## config.mk

```make
export PLATFORM = sky130hd
export DESIGN_NAME = misroute_mon
export DESIGN_NICKNAME = d
export VERILOG_FILES = /design/src/rtl/misroute_pkg.sv /design/src/rtl/misroute_check.sv /design/src/rtl/misroute_capture.sv /design/src/rtl/misroute_regs.sv /design/src/rtl/misroute_mon.sv
export SDC_FILE = /design/constraint.sdc
export NUM_CORES = 1
export LEC_CHECK = 0
export ABC_AREA = 1
export ABC_CLOCK_PERIOD_IN_PS = 3230
export BUFFER_PORTS_ARGS = -buffer_cell sky130_fd_sc_hd__buf_2
export CAP_MARGIN = 20
export CORE_AREA = 4 4 317 319
export CTS_CLUSTER_SIZE = 24
export DETAILED_ROUTE_END_ITERATION = 10
export DIE_AREA = 0 0 321 323
export HOLD_SLACK_MARGIN = 0.08
export PLACE_DENSITY = 0.48
export SETUP_SLACK_MARGIN = 0.2
export SLEW_MARGIN = 20
export SYNTH_ARGS = -nofsm -noshare
export SYNTH_HDL_FRONTEND = slang
export SYNTH_SLANG_ARGS = --single-unit
```

## constraint.sdc

```tcl
create_clock -name clk -period 3.23 [get_ports clk]
set_clock_uncertainty 0.05 [all_clocks]
set_input_delay 0.646 -clock clk [delete_from_list [all_inputs] [get_ports clk]]
set_output_delay 0.646 -clock clk [all_outputs]
set_load 0.05 [all_outputs]
```

## src/rtl/misroute_pkg.sv

```systemverilog
package misroute_pkg;
  localparam int REG_W  = 16;
  localparam int ADDR_W = 16;

  localparam logic [ADDR_W-1:0] A_MASK = 16'h0142;
  localparam logic [ADDR_W-1:0] A_CTRL = 16'h0144;
  localparam logic [ADDR_W-1:0] A_HDRH = 16'h0146;
  localparam logic [ADDR_W-1:0] A_HDRL = 16'h0148;

  // control/status bit layout
  localparam int CTRL_CLR_BIT  = 0;
  localparam int CTRL_LAT_BIT  = 1;
  localparam int CTRL_LAST_LSB = 4;

  // header field layout
  localparam int HDR_W    = 32;
  localparam int VPI_LSB  = 20;
  localparam int VPI_W    = 12;
  localparam int VCI_LSB  = 4;
  localparam int VCI_W    = 16;
  localparam int CLS_LSB  = 2;
  localparam int CLS_W    = 2;

  typedef struct packed {
    logic [VPI_W-1:0] vpi;
    logic [VCI_W-1:0] vci;
    logic [CLS_W-1:0] cls;
  } hdr_fields_t;

  function automatic hdr_fields_t split_hdr(input logic [HDR_W-1:CLS_LSB] h);
    hdr_fields_t f;
    f.vpi = h[VPI_LSB +: VPI_W];
    f.vci = h[VCI_LSB +: VCI_W];
    f.cls = h[CLS_LSB +: CLS_W];
    return f;
  endfunction
endpackage

```

## src/rtl/misroute_check.sv

```systemverilog
module misroute_check
  import misroute_pkg::*;
#(
  parameter int NTBL  = 16,
  parameter int TBL_W = $clog2(NTBL)
) (
  input  logic                    cell_vld,
  input  logic [HDR_W-1:CLS_LSB]  cell_hdr_top,
  input  logic [TBL_W-1:0]        cell_tbl,
  input  logic [NTBL*VCI_W-1:0]   cfg_vci_min,
  input  logic [NTBL*VCI_W-1:0]   cfg_vci_max,
  input  logic [NTBL-1:0]         cfg_vpi_chk,
  input  logic [NTBL*VPI_W-1:0]   cfg_vpi_unused,
  input  logic [NTBL-1:0]         mon_mask,
  output logic                    hit
);
  hdr_fields_t f;
  logic [NTBL-1:0] bad_vec;

  always_comb f = split_hdr(cell_hdr_top);

  for (genvar t = 0; t < NTBL; t++) begin : g_tbl
    logic [VCI_W-1:0] lo_b, hi_b;
    logic [VPI_W-1:0] umask;
    logic             cls_bad, vci_bad, vpi_bad;
    assign lo_b    = cfg_vci_min[t*VCI_W +: VCI_W];
    assign hi_b    = cfg_vci_max[t*VCI_W +: VCI_W];
    assign umask   = cfg_vpi_unused[t*VPI_W +: VPI_W];
    assign cls_bad = (f.cls == '0);
    assign vci_bad = (f.vci < lo_b) || (f.vci > hi_b);
    assign vpi_bad = cfg_vpi_chk[t] && ((f.vpi & umask) != '0);
    assign bad_vec[t] = cls_bad | vci_bad | vpi_bad;
  end

  always_comb begin
    hit = 1'b0;
    if (cell_vld && mon_mask[cell_tbl] && bad_vec[cell_tbl])
      hit = 1'b1;
  end
endmodule

```

## src/rtl/misroute_capture.sv

```systemverilog
module misroute_capture
  import misroute_pkg::*;
#(
  parameter int TBL_W = 4
) (
  input  logic              clk,
  input  logic              rst,
  input  logic              hit,
  input  logic              clr,
  input  logic [HDR_W-1:0]  cell_hdr,
  input  logic [TBL_W-1:0]  cell_tbl,
  output logic [HDR_W-1:0]  hdr_q,
  output logic              latched,
  output logic [TBL_W-1:0]  last_tbl
);
  always_ff @(posedge clk) begin
    if (rst) begin
      hdr_q   <= '0;
      latched <= 1'b0;
    end else if (clr) begin
      hdr_q   <= '0;
      latched <= 1'b0;
    end else if (hit && !latched) begin
      hdr_q   <= cell_hdr;
      latched <= 1'b1;
    end
  end

  always_ff @(posedge clk) begin
    if (rst)
      last_tbl <= '0;
    else if (hit)
      last_tbl <= cell_tbl;
  end
endmodule

```

## src/rtl/misroute_regs.sv

```systemverilog
module misroute_regs
  import misroute_pkg::*;
#(
  parameter int NTBL  = 16,
  parameter int TBL_W = 4
) (
  input  logic              clk,
  input  logic              rst,
  input  logic              reg_wr,
  input  logic [ADDR_W-1:0] reg_addr,
  input  logic [REG_W-1:0]  reg_wdata,
  input  logic              latched,
  input  logic [TBL_W-1:0]  last_tbl,
  input  logic [HDR_W-1:0]  hdr_q,
  output logic [NTBL-1:0]   mon_mask,
  output logic              clr,
  output logic [REG_W-1:0]  reg_rdata
);
  logic [REG_W-1:0] rd_mux;

  assign clr = reg_wr && (reg_addr == A_CTRL) && reg_wdata[CTRL_CLR_BIT];

  always_ff @(posedge clk) begin
    if (rst)
      mon_mask <= '1;
    else if (reg_wr && reg_addr == A_MASK)
      mon_mask <= reg_wdata[NTBL-1:0];
  end

  always_comb begin
    rd_mux = '0;
    case (reg_addr)
      A_MASK: rd_mux[NTBL-1:0] = mon_mask;
      A_CTRL: begin
        rd_mux[CTRL_LAT_BIT]                  = latched;
        rd_mux[CTRL_LAST_LSB +: TBL_W]        = last_tbl;
      end
      A_HDRH: rd_mux = hdr_q[HDR_W-1:REG_W];
      A_HDRL: rd_mux = hdr_q[REG_W-1:0];
      default: rd_mux = '0;
    endcase
  end

  always_ff @(posedge clk) begin
    if (rst) reg_rdata <= '0;
    else     reg_rdata <= rd_mux;
  end
endmodule

```

## src/rtl/misroute_mon.sv

```systemverilog
module misroute_mon
  import misroute_pkg::*;
#(
  parameter int NTBL  = 16,
  parameter int TBL_W = $clog2(NTBL)
) (
  input  logic                  clk,
  input  logic                  rst,
  input  logic                  cell_vld,
  input  logic [HDR_W-1:0]      cell_hdr,
  input  logic [TBL_W-1:0]      cell_tbl,
  input  logic [NTBL*VCI_W-1:0] cfg_vci_min,
  input  logic [NTBL*VCI_W-1:0] cfg_vci_max,
  input  logic [NTBL-1:0]       cfg_vpi_chk,
  input  logic [NTBL*VPI_W-1:0] cfg_vpi_unused,
  input  logic                  reg_wr,
  input  logic [ADDR_W-1:0]     reg_addr,
  input  logic [REG_W-1:0]      reg_wdata,
  output logic [REG_W-1:0]      reg_rdata
);
  logic             hit, clr, latched;
  logic [NTBL-1:0]  mon_mask;
  logic [HDR_W-1:0] hdr_q;
  logic [TBL_W-1:0] last_tbl;

  misroute_check #(.NTBL(NTBL), .TBL_W(TBL_W)) u_check (
    .cell_vld      (cell_vld),
    .cell_hdr_top  (cell_hdr[HDR_W-1:CLS_LSB]),
    .cell_tbl      (cell_tbl),
    .cfg_vci_min   (cfg_vci_min),
    .cfg_vci_max   (cfg_vci_max),
    .cfg_vpi_chk   (cfg_vpi_chk),
    .cfg_vpi_unused(cfg_vpi_unused),
    .mon_mask      (mon_mask),
    .hit           (hit)
  );

  misroute_capture #(.TBL_W(TBL_W)) u_cap (
    .clk     (clk),
    .rst     (rst),
    .hit     (hit),
    .clr     (clr),
    .cell_hdr(cell_hdr),
    .cell_tbl(cell_tbl),
    .hdr_q   (hdr_q),
    .latched (latched),
    .last_tbl(last_tbl)
  );

  misroute_regs #(.NTBL(NTBL), .TBL_W(TBL_W)) u_regs (
    .clk      (clk),
    .rst      (rst),
    .reg_wr   (reg_wr),
    .reg_addr (reg_addr),
    .reg_wdata(reg_wdata),
    .latched  (latched),
    .last_tbl (last_tbl),
    .hdr_q    (hdr_q),
    .mon_mask (mon_mask),
    .clr      (clr),
    .reg_rdata(reg_rdata)
  );
endmodule

```

==> impl_summary.log <==
INFO  metric outcome = complete, no violations
INFO  metric final_cell_count_no_fill = 5239
INFO  metric end_kind = register
INFO  metric drt_pass1_iterations = 7
INFO  metric synth_sequential_area_ratio = 7.79%
INFO  metric cp.required = 3.45 ns
INFO  metric netlist_top_cells_area = sky130_fd_sc_hd__ha_1 (35%), sky130_fd_sc_hd__nand2_1 (16%), sky130_fd_sc_hd__inv_1 (15%)
INFO  metric detail_route.vias_per_cell = 4.28
INFO  metric track_usage = 19.0%
INFO  metric share_comb_of_total_power = 64.4%
INFO  metric clock_root_cell = sky130_fd_sc_hd__clkbuf_16
INFO  metric postSynth.asyncResetShare = 0%
INFO  metric syn_inst = 2914
INFO  metric sequentialPowerShare = 17.5%
INFO  metric dp_hpwl = 93300 um
INFO  metric hold_buffers = 0
INFO  metric h_tree_levels = 3
INFO  metric critical-path-slowest-cell = sky130_fd_sc_hd__ha_1
INFO  metric port_buffers = 807
INFO  metric final.setup.worst_slack = 0.305 ns
INFO  metric cts_buffers = 9
INFO  metric tritoncts = yes
INFO  metric max-vdd-ir-drop = 0.239 mV
INFO  metric yosysTopAreaCell = sky130_fd_sc_hd__ha_1
INFO  metric initial_antenna_violation_count = 47
INFO  metric via_count_of_the_first_global_routing_pass = 21.9k
INFO  metric die_area = 104000 um2
INFO  metric final.fill_count = 11.1k
INFO  metric slowest_delay = 0.33 ns
INFO  metric detail_route.wirelength.met1 = 47000 um
INFO  metric crit_path_frequent_cell = sky130_fd_sc_hd__nand3_4
INFO  metric die_w = 321 um
INFO  metric top_layer = met5
INFO  metric core-area = 97800 um2
INFO  metric maxCapViolations = 0
INFO  metric yosysUniqueCellTypes = 38
INFO  metric clkLatencyLatePin = 0.33 ns
INFO  metric finalSetupTns = 0 ns
INFO  metric route.detailed.wl_per_inst = 20.7 um
INFO  metric rsz_0062_raised_after_global_routing = true
INFO  metric yosysTopAreaCellShare = 35.0%
INFO  metric power.switching = 2.27 mW
INFO  metric antenna_violating_nets_post_route = 0
INFO  metric final_wirelength = 108000 um
INFO  metric drc = 0
INFO  metric pre_cts_slack = -0.593 ns
INFO  metric path_clk_slew = 0.06 ns
INFO  metric p_total = 5.23 mW
INFO  metric power.share.clock = 18.1%
INFO  metric grt_start_max_net_pins = 33
INFO  metric buffers_from_clock_root_to_sink_at_most = 2
INFO  metric layout_cells_sized_above_1 = 31.8%
INFO  metric met3WireLength = 7180 um
INFO  metric path_cells = buf_6 > buf_12 > buf_4 > ha_1 > a21oi_2 > a21oi_1 > nor2_4 > nand2_1 > nand3_1 > nand3_2 > nand3_2 > nand3_4 > nand3_4 > nand3_4 > buf_12 > nand2_1 > inv_1 > nor2_1
INFO  metric period_share = 90.5%
INFO  metric start_util = 18.1%
INFO  metric netlist_area = 17700 um2
INFO  metric global_route.overflow_total = 0
INFO  metric relSlewSlack = 45.7%
INFO  metric syn_area_per_cell = 6.08 um2
INFO  metric grt_first_pass_wirelength = 144000 um
INFO  metric post-route-min-period = 2.92 ns
INFO  metric dieHeight = 323 um
INFO  metric finalNetCount = 5217
INFO  metric detailroute.via_count = 22.4k
INFO  metric synth.ff_latch_count = 69
INFO  metric fp-row-count = 115
INFO  metric synthesis.yosys.warnings = 0
INFO  metric num_io_pins = 808
INFO  metric p_int = 2.96 mW
INFO  metric arrival_time_worst_endpoint = 3.14 ns
INFO  metric power_leakage = 16.4 nW
INFO  metric yosys_most_used_dff = sky130_fd_sc_hd__dfxtp_1
INFO  metric synth-edff-count = 0
INFO  metric worstHoldPathType = reg -> reg
INFO  metric slew_violations = 0
INFO  metric syn_nets = 4202
INFO  metric routed_length_on_met2 = 50900 um
INFO  metric timing.final.setup_violations = 0
INFO  metric worst-path-max-fanout = 7
INFO  metric worst_margin_pin_slew = 0.809 ns
INFO  metric clock.fmax = 0.342 GHz
INFO  metric clock-sinks = 69
INFO  metric p_sw_share = 43.4%
INFO  metric gp_routability_congestion = 0.916
INFO  metric timing_hold_violations_final = 0
INFO  metric power.density_cell_area = 193 nW/um2
INFO  metric criticalPathCategory = in -> reg
INFO  metric drt_iter0_drc = 1183
INFO  metric worst_setup_path_start_kind = primary input
INFO  metric placedCellCount = 5182
INFO  metric growth_of_design_area_from_synthesis_to_finish = 52.7%
[synthesized netlist by cell type (5+ instances only)]
cell	number
sky130_fd_sc_hd__o21ai_1	7
sky130_fd_sc_hd__nand3_1	128
sky130_fd_sc_hd__nor2_1	174
sky130_fd_sc_hd__buf_6	9
sky130_fd_sc_hd__a22o_1	5
sky130_fd_sc_hd__o21ai_0	76
sky130_fd_sc_hd__o22ai_1	8
sky130_fd_sc_hd__nand2_1	734
sky130_fd_sc_hd__nand4_1	69
sky130_fd_sc_hd__buf_4	5
sky130_fd_sc_hd__clkbuf_1	16
sky130_fd_sc_hd__o21a_1	26
sky130_fd_sc_hd__nor3_1	17
sky130_fd_sc_hd__o21bai_1	12
sky130_fd_sc_hd__a221oi_1	6
sky130_fd_sc_hd__dfxtp_1	69
sky130_fd_sc_hd__buf_2	23
sky130_fd_sc_hd__inv_1	697
sky130_fd_sc_hd__inv_2	10
sky130_fd_sc_hd__a21oi_1	291
sky130_fd_sc_hd__nor4_1	10
sky130_fd_sc_hd__ha_1	496
[final cells by class]
type                            count  area (um2)  share of cell area, %
Clock buffer                       14         274                   1.01
Inverter                          708        2660                   9.82
Sequential cell                    69        1380                   5.10
Tap cell                         1287        1610                   5.95
Multi-Input combinational cell   2082       14400                   53.0
Antenna cell                       19        47.5                  0.176
Timing Repair Buffer             1059        6740                   24.9
Clock inverter                      1        5.00                 0.0185
[routing by layer]
layer,vias up,global-route usage [%]
met5,-,0
met4,28,5.70
met3,119,3.97
met2,819,33.1
met1,10000,23.7
li1,11400,-
[placed cells by master (no fill, tap or decap), types with 12 or more instances in the layout]
master                        n
sky130_fd_sc_hd__a21oi_1    267
sky130_fd_sc_hd__a21oi_2     23
sky130_fd_sc_hd__buf_12      44
sky130_fd_sc_hd__buf_2      797
sky130_fd_sc_hd__buf_4      186
sky130_fd_sc_hd__buf_6       20
sky130_fd_sc_hd__clkbuf_16   14
sky130_fd_sc_hd__dfxtp_1     69
sky130_fd_sc_hd__diode_2     19
sky130_fd_sc_hd__ha_1       463
sky130_fd_sc_hd__ha_4        33
sky130_fd_sc_hd__inv_1      693
sky130_fd_sc_hd__inv_2       14
sky130_fd_sc_hd__nand2_1    687
sky130_fd_sc_hd__nand2_2     44
sky130_fd_sc_hd__nand3_1    108
sky130_fd_sc_hd__nand3_2     17
sky130_fd_sc_hd__nand4_1     69
sky130_fd_sc_hd__nor2_1     155
sky130_fd_sc_hd__nor2_2      18
sky130_fd_sc_hd__o21a_1      26
sky130_fd_sc_hd__o21ai_0     65
sky130_fd_sc_hd__o21ai_1     18
sky130_fd_sc_hd__o21bai_1    12
[cells by family (layout without fill, tap and decap cells)]
group | after synthesis | in the layout | synth area share, %
adder cells (fa/ha/maj) | 496 | 496 | 35.0
buffers and inverters | 763 | 1782 | 16.8
other | 0 | 19 | 0
flip-flops | 69 | 69 | 7.79
AO/OA/AOI/OAI | 439 | 439 | 13.4
AND/OR/NAND/NOR | 1147 | 1147 | 27.0
[power by group through the flow]
| stage | combinational (mW) | clock (mW) | sequential [mW] |
|---|---|---|---|
| floorplan | 1.48 | 0 | 0.925 |
| global placement | 3.09 | 0 | 0.932 |
| detailed placement | 3.11 | 0 | 0.932 |
| CTS | 3.19 | 0.950 | 0.914 |
| global route | 3.80 | 0.993 | 0.917 |
| finish | 3.37 | 0.945 | 0.914 |
[worst paths after layout]
path,start,endpoint,slack (ns),cells past startpoint
worst max-delay path,cell_hdr[15],u_cap.hdr_q[15],0.31,18
worst max register to register,u_regs.mon_mask[10],u_cap.hdr_q[14],1.15,10
worst min-delay path,u_regs.mon_mask[9],u_regs.mon_mask[9],0.41,2
worst min register to register,u_regs.mon_mask[9],u_regs.mon_mask[9],0.41,2
[state kept, by name, summed over array words and instances (netlist names)]
name              count
u_cap.last_tbl        4
u_cap.hdr_q          32
u_regs.mon_mask      16
u_cap.latched         1
u_regs.reg_rdata     16
[metrics by stage]
stage	utilization (%)	hold slack, ns	instance area (um2)
6_report	27.7	0.407	27100
5_1_grt	27.6	0.436	27000
4_1_cts	26.5	0.409	25900
3_5_place_dp	25.8	0.395	25300
3_3_place_gp	25.8	0.389	25300
2_1_floorplan	-	0.379	17700
[critical path: cells and delay by family]
family,cells,cell delay (ns)
AOI/OAI and AO/OA,2,0.27
and+or+nand+nor,10,1.15
buffers and inverters,5,0.71
adders and majority gates,1,0.33
[timing repair]
item | in CTS | in global routing
endpoints found under the setup margin | 37 | 37
gates resized for setup | 57 | 183
buffers inserted | 3 | 13
gates cloned | 2 | 5
pin swaps | 4 | 92
Power figures use the tool's default switching activity.
